File: src/rtl/intc_pkg.sv
package intc_pkg;

  // Byte offsets of the register port; software relies on these values.
  localparam logic [5:0] OFS_IRQ_STAT  = 6'h00;
  localparam logic [5:0] OFS_RAW       = 6'h04;
  localparam logic [5:0] OFS_IRQ_SET   = 6'h08;
  localparam logic [5:0] OFS_IRQ_CLR   = 6'h0C;
  localparam logic [5:0] OFS_SOFT_SET  = 6'h10;
  localparam logic [5:0] OFS_SOFT_CLR  = 6'h14;
  localparam logic [5:0] OFS_FIQ_STAT  = 6'h20;
  localparam logic [5:0] OFS_FIQ_RAW   = 6'h24;
  localparam logic [5:0] OFS_FIQ_SET   = 6'h28;
  localparam logic [5:0] OFS_FIQ_CLR   = 6'h2C;

  // Index of each set/clear register bank in the datapath.
  localparam int BANK_IRQ  = 0;
  localparam int BANK_FIQ  = 1;
  localparam int BANK_SOFT = 2;
  localparam int NUM_BANKS = 3;

  // Write strobes from control to datapath.
  typedef struct packed {
    logic irqEnSet;
    logic irqEnClr;
    logic fiqEnSet;
    logic fiqEnClr;
    logic softSet;
    logic softClr;
  } wrStrobe_t;

  // Read data select.
  typedef enum logic [2:0] {
    RD_ZERO,
    RD_IRQ_STAT,
    RD_RAW,
    RD_FIQ_STAT,
    RD_FIQ_EN
  } rdSel_t;

endpackage

File: src/rtl/intc_mask_reg.sv
// One enable-style register with separate set and clear write ports.
module intc_mask_reg #(
  parameter int              WIDTH = 32,
  parameter logic [WIDTH-1:0] KEEP = '1
) (
  input  logic             clk,
  input  logic             rstN,
  input  logic             setEn,
  input  logic             clrEn,
  input  logic [WIDTH-1:0] wrBits,
  output logic [WIDTH-1:0] q
);

  logic [WIDTH-1:0] nextQ;

  always_comb begin
    nextQ = q;
    if (setEn) nextQ = q | (wrBits & KEEP);
    else if (clrEn) nextQ = q & ~wrBits;
  end

  always_ff @(posedge clk or negedge rstN) begin
    if (!rstN) q <= '0;
    else       q <= nextQ & KEEP;
  end

endmodule

File: src/rtl/intc_ctrl.sv
// Address decode: turns bus accesses into write strobes and a read select.
module intc_ctrl
  import intc_pkg::*;
#(
  parameter int ADDR_W = 6
) (
  input  logic [ADDR_W-1:0] busAddr,
  input  logic              busWrEn,
  output wrStrobe_t         strobes,
  output rdSel_t            rdSel
);

  localparam int OFS_W = 6;

  function automatic logic hit(input logic [ADDR_W-1:0] a, input logic [OFS_W-1:0] ofs);
    return a == ADDR_W'(ofs);
  endfunction

  always_comb begin
    strobes          = '0;
    strobes.irqEnSet = busWrEn && hit(busAddr, OFS_IRQ_SET);
    strobes.irqEnClr = busWrEn && hit(busAddr, OFS_IRQ_CLR);
    strobes.fiqEnSet = busWrEn && hit(busAddr, OFS_FIQ_SET);
    strobes.fiqEnClr = busWrEn && hit(busAddr, OFS_FIQ_CLR);
    strobes.softSet  = busWrEn && hit(busAddr, OFS_SOFT_SET);
    strobes.softClr  = busWrEn && hit(busAddr, OFS_SOFT_CLR);
  end

  always_comb begin
    rdSel = RD_ZERO;
    if (hit(busAddr, OFS_IRQ_STAT))      rdSel = RD_IRQ_STAT;
    else if (hit(busAddr, OFS_RAW))      rdSel = RD_RAW;
    else if (hit(busAddr, OFS_FIQ_RAW))  rdSel = RD_RAW;
    else if (hit(busAddr, OFS_FIQ_STAT)) rdSel = RD_FIQ_STAT;
    else if (hit(busAddr, OFS_FIQ_SET))  rdSel = RD_FIQ_EN;
  end

endmodule

File: src/rtl/intc_datapath.sv
// Enable masks, software pending bits, status words and request flops.
module intc_datapath
  import intc_pkg::*;
#(
  parameter int                 NUM_SRC    = 32,
  parameter int                 DATA_W     = 32,
  parameter logic [NUM_SRC-1:0] VALID_MASK = '1
) (
  input  logic               clk,
  input  logic               rstN,
  input  logic [NUM_SRC-1:0] srcIn,
  input  logic [DATA_W-1:0]  busWrData,
  input  wrStrobe_t          strobes,
  input  rdSel_t             rdSel,
  output logic [DATA_W-1:0]  busRdData,
  output logic               irqOut,
  output logic               fiqOut,
  output logic [NUM_SRC-1:0] rawBits,
  output logic [NUM_SRC-1:0] irqEnMask,
  output logic [NUM_SRC-1:0] fiqEnMask
);

  logic [NUM_BANKS-1:0] setVec;
  logic [NUM_BANKS-1:0] clrVec;
  logic [NUM_SRC-1:0]   bankQ [NUM_BANKS];
  logic [NUM_SRC-1:0]   wrBits;
  logic [NUM_SRC-1:0]   softBits;
  logic [NUM_SRC-1:0]   irqStat;
  logic [NUM_SRC-1:0]   fiqStat;

  assign wrBits = busWrData[NUM_SRC-1:0];

  assign setVec[BANK_IRQ]  = strobes.irqEnSet;
  assign clrVec[BANK_IRQ]  = strobes.irqEnClr;
  assign setVec[BANK_FIQ]  = strobes.fiqEnSet;
  assign clrVec[BANK_FIQ]  = strobes.fiqEnClr;
  assign setVec[BANK_SOFT] = strobes.softSet;
  assign clrVec[BANK_SOFT] = strobes.softClr;

  for (genvar g = 0; g < NUM_BANKS; g++) begin : g_bank
    intc_mask_reg #(
      .WIDTH (NUM_SRC),
      .KEEP  (VALID_MASK)
    ) u_reg (
      .clk    (clk),
      .rstN   (rstN),
      .setEn  (setVec[g]),
      .clrEn  (clrVec[g]),
      .wrBits (wrBits),
      .q      (bankQ[g])
    );
  end

  assign irqEnMask = bankQ[BANK_IRQ];
  assign fiqEnMask = bankQ[BANK_FIQ];
  assign softBits  = bankQ[BANK_SOFT];

  assign rawBits = (srcIn | softBits) & VALID_MASK;
  assign irqStat = rawBits & irqEnMask;
  assign fiqStat = rawBits & fiqEnMask;

  always_comb begin
    unique case (rdSel)
      RD_IRQ_STAT: busRdData = DATA_W'(irqStat);
      RD_RAW:      busRdData = DATA_W'(rawBits);
      RD_FIQ_STAT: busRdData = DATA_W'(fiqStat);
      RD_FIQ_EN:   busRdData = DATA_W'(fiqEnMask);
      default:     busRdData = '0;
    endcase
  end

  always_ff @(posedge clk or negedge rstN) begin
    if (!rstN) begin
      irqOut <= 1'b0;
      fiqOut <= 1'b0;
    end else begin
      irqOut <= |irqStat;
      fiqOut <= |fiqStat;
    end
  end

endmodule

File: src/rtl/dual_intc.sv
module dual_intc
  import intc_pkg::*;
#(
  parameter int                 NUM_SRC    = 32,
  parameter int                 ADDR_W     = 6,
  parameter int                 DATA_W     = 32,
  parameter logic [NUM_SRC-1:0] VALID_MASK = '1
) (
  input  logic               clk,
  input  logic               rstN,
  input  logic [NUM_SRC-1:0] srcIn,
  input  logic [ADDR_W-1:0]  busAddr,
  input  logic               busWrEn,
  input  logic [DATA_W-1:0]  busWrData,
  output logic [DATA_W-1:0]  busRdData,
  output logic               irqOut,
  output logic               fiqOut
);

  wrStrobe_t          strobes;
  rdSel_t             rdSel;
  logic [NUM_SRC-1:0] rawBits;
  logic [NUM_SRC-1:0] irqEnMask;
  logic [NUM_SRC-1:0] fiqEnMask;

  intc_ctrl #(
    .ADDR_W (ADDR_W)
  ) u_ctrl (
    .busAddr (busAddr),
    .busWrEn (busWrEn),
    .strobes (strobes),
    .rdSel   (rdSel)
  );

  intc_datapath #(
    .NUM_SRC    (NUM_SRC),
    .DATA_W     (DATA_W),
    .VALID_MASK (VALID_MASK)
  ) u_dp (
    .clk       (clk),
    .rstN      (rstN),
    .srcIn     (srcIn),
    .busWrData (busWrData),
    .strobes   (strobes),
    .rdSel     (rdSel),
    .busRdData (busRdData),
    .irqOut    (irqOut),
    .fiqOut    (fiqOut),
    .rawBits   (rawBits),
    .irqEnMask (irqEnMask),
    .fiqEnMask (fiqEnMask)
  );

endmodule

File: config.mk
export PLATFORM = sky130hd
export DESIGN_NAME = dual_intc
export DESIGN_NICKNAME = d
export VERILOG_FILES = /design/src/rtl/intc_pkg.sv /design/src/rtl/intc_mask_reg.sv /design/src/rtl/intc_ctrl.sv /design/src/rtl/intc_datapath.sv /design/src/rtl/dual_intc.sv
export SDC_FILE = /design/constraint.sdc
export NUM_CORES = 1
export LEC_CHECK = 0
export CORE_ASPECT_RATIO = 1.75
export CORE_MARGIN = 2
export CORE_UTILIZATION = 56
export DETAILED_ROUTE_END_ITERATION = 10
export PLACE_DENSITY = 0.86
export SLEW_MARGIN = 20
export SYNTH_ARGS = -nofsm -noshare
export SYNTH_HDL_FRONTEND = slang
export SYNTH_HIERARCHICAL = 1
export SYNTH_SLANG_ARGS = --single-unit
File: constraint.sdc
create_clock -name clk -period 3.9 [get_ports clk]
set_input_delay 0.78 -clock clk [delete_from_list [all_inputs] [get_ports clk]]
set_output_delay 0.78 -clock clk [all_outputs]
set_load 0.01 [all_outputs]
==> impl_metrics.env <==
export IMPL_path_buf_inv=5
export IMPL_critical_path_class="in2out"
export IMPL_wl_per_cell_um=21.7
export IMPL_cellPowerDensity_nw_per_um2=374
export IMPL_core_um2=9350
export IMPL_initial_core_util_pct=56.7
export IMPL_die_area_um2=10300
export IMPL_row_count=47
export IMPL_die_h_um=133
export IMPL_irDropWorstVdd_v=0.000314
export IMPL_pin_count=107
export IMPL_syn_nets=663
export IMPL_end_kind="primary output"
export IMPL_wirelength_um=18400
export IMPL_setup_ws_ns=-0.00603
export IMPL_p_total_mw=2.69
export IMPL_cp_top_family="buffers and inverters"
export IMPL_synth_area_um2=5300
export IMPL_drc_errors=0
export IMPL_clock_path_buffers=2
export IMPL_slowest_delay_ns=0.61
export IMPL_vias=5610
export IMPL_antenna_found_initial=0
export IMPL_hold_viol=0
export IMPL_ys_warn_count=6
export IMPL_drive_above_1_share_pct=12.2
export IMPL_synth_area_per_cell_um2=8.99
export IMPL_htreeDepth=3
export IMPL_fmax_ghz=0.256
export IMPL_finalCriticalPeriod_ns=3.91
export IMPL_grt_pass1_wl_um=28200
export IMPL_insertion_delay_ns=0.35
export IMPL_hold_ws_ns=0.514
export IMPL_cp_start_kind="input port"
export IMPL_worst_pin_slew_ns=0.791
export IMPL_initialDrtViolationCount=634
export IMPL_grt_overflow=0
export IMPL_final_max_slew_violation_count=0
export IMPL_drt_vias_per_instance=6.64
export IMPL_final_core_util_pct=76.9
export IMPL_timing_final_crit_share_pct=100
export IMPL_cts_sinks=98
export IMPL_n_antenna_cell=0
export IMPL_final_setup_viol_count=1
export IMPL_grt_pass1_vias=5564
export IMPL_clock_root_buffer="clkbuf_16"
export IMPL_cts_tree="done"
export IMPL_port_buffers=106
export IMPL_area_growth_pct=35.6
export IMPL_crit_arrival_ns=3.13
export IMPL_dp_hpwl_um=12000
export IMPL_final_cell_mix="nand2_1, dfrtp_1, a22o_1"
export IMPL_skew_ns=0.00673
export IMPL_outcome="complete, but fails checks"
export IMPL_path_cells="clkdlybuf4s50_1 -> or3_4 -> nor3_4 -> buf_12 -> buf_4 -> nand2_4 -> buf_12 -> nor2_1 -> o41ai_1 -> clkdlybuf4s50_1"
export IMPL_grt_usage_pct=35.2
export IMPL_leakagePower_nw=3.28
export IMPL_fill_cells=630
export IMPL_slew_headroom_pct=47.3
export IMPL_cts_inserted_buffers=9
export IMPL_die_w_um=77.6
export IMPL_nNetsFinal=792
export IMPL_cap_violations=0
export IMPL_netlist_instances=590
export IMPL_first_pass_iters=6
export IMPL_cp_required_ns=3.12
export IMPL_critPathSlowestCell="clkdlybuf4s50_1"
export IMPL_cp_max_fo=9
export IMPL_hp_class="in2async"
export IMPL_place_gp_congestion=0.899
export IMPL_grt_max_degree=65
export IMPL_mostFrequentLayoutCell="nand2_1"
export IMPL_violations="negative setup slack"
export IMPL_drtAntennaViolNets=0
export IMPL_clk_pin_slew_ns=0.06
-- per-layer routing --
metal,wire [um],global-route usage [%],vias up
li1,-,-,2450
met1,6620,41.3,2674
met2,9140,58.2,395
met3,1570,6.62,91
met4,1030,23.5,0
met5,0,0,-
-- worst register-to-register path: cells and delay by family, from the launching register on --
family | cells | cell delay, ns
flops | 1 | 0.41
simple gates | 3 | 0.76
compound gates | 1 | 0.43
-- final timing paths --
| kind | startpoint | end | slack, ns | cells past startpoint |
|---|---|---|---|---|
| worst max-delay path | busAddr[1] | busRdData[31] | -0.006 | 10 |
| worst min-delay path | rstN | async pin | 0.51 | 1 |
| worst max register to register | flop | u_dp/irqOut | 2.18 | 4 |
| worst min register to register | flop | flop | 0.52 | 1 |
| max in group asynchronous | rstN | async pin | 2.61 | 2 |
| min in group clk | flop | flop | 0.52 | 1 |
-- repair_timing --
| action | in CTS | in global routing |
|---|---|---|
| cloned | 1 | 1 |
| pin swaps | 1 | 1 |
| hold buffers | 0 | 0 |
| gates resized for setup | 34 | 16 |
| setup buffers | 4 | 5 |
| setup endpoints to repair | 32 | 12 |
-- area by class of cell --
cell class              instances  area, um^2  share of cell area (%)
clock buffers                  14         294                    4.09
clock inverters                 1        30.0                   0.418
multi-input cells             457        2720                    37.9
flip-flops and latches         98        2450                    34.1
well taps                     122         153                    2.12
repair buffers                153        1540                    21.4
-- report_power, final --
part | switching, mW | leakage, nW | internal (mW)
combinational | 0.219 | 1.82 | 0.232
clock | 0.368 | 0.161 | 0.581
sequential | 0.136 | 1.29 | 1.15
-- metrics by stage --
stage / std cells / area, um^2 / setup WS, ns / TNS, ns
6_report: 845 / 7190 / -0.00603 / -0.00603
5_1_grt: 845 / 7190 / -0.0188 / -0.0188
4_1_cts: 839 / 7060 / -0.0163 / -0.0163
3_5_place_dp: 819 / 6670 / -0.215 / -1.59
3_3_place_gp: 819 / 6670 / -0.158 / -0.611
2_1_floorplan: 590 / 5300 / 0.926 / 0
(Power assumes the default switching activity.)
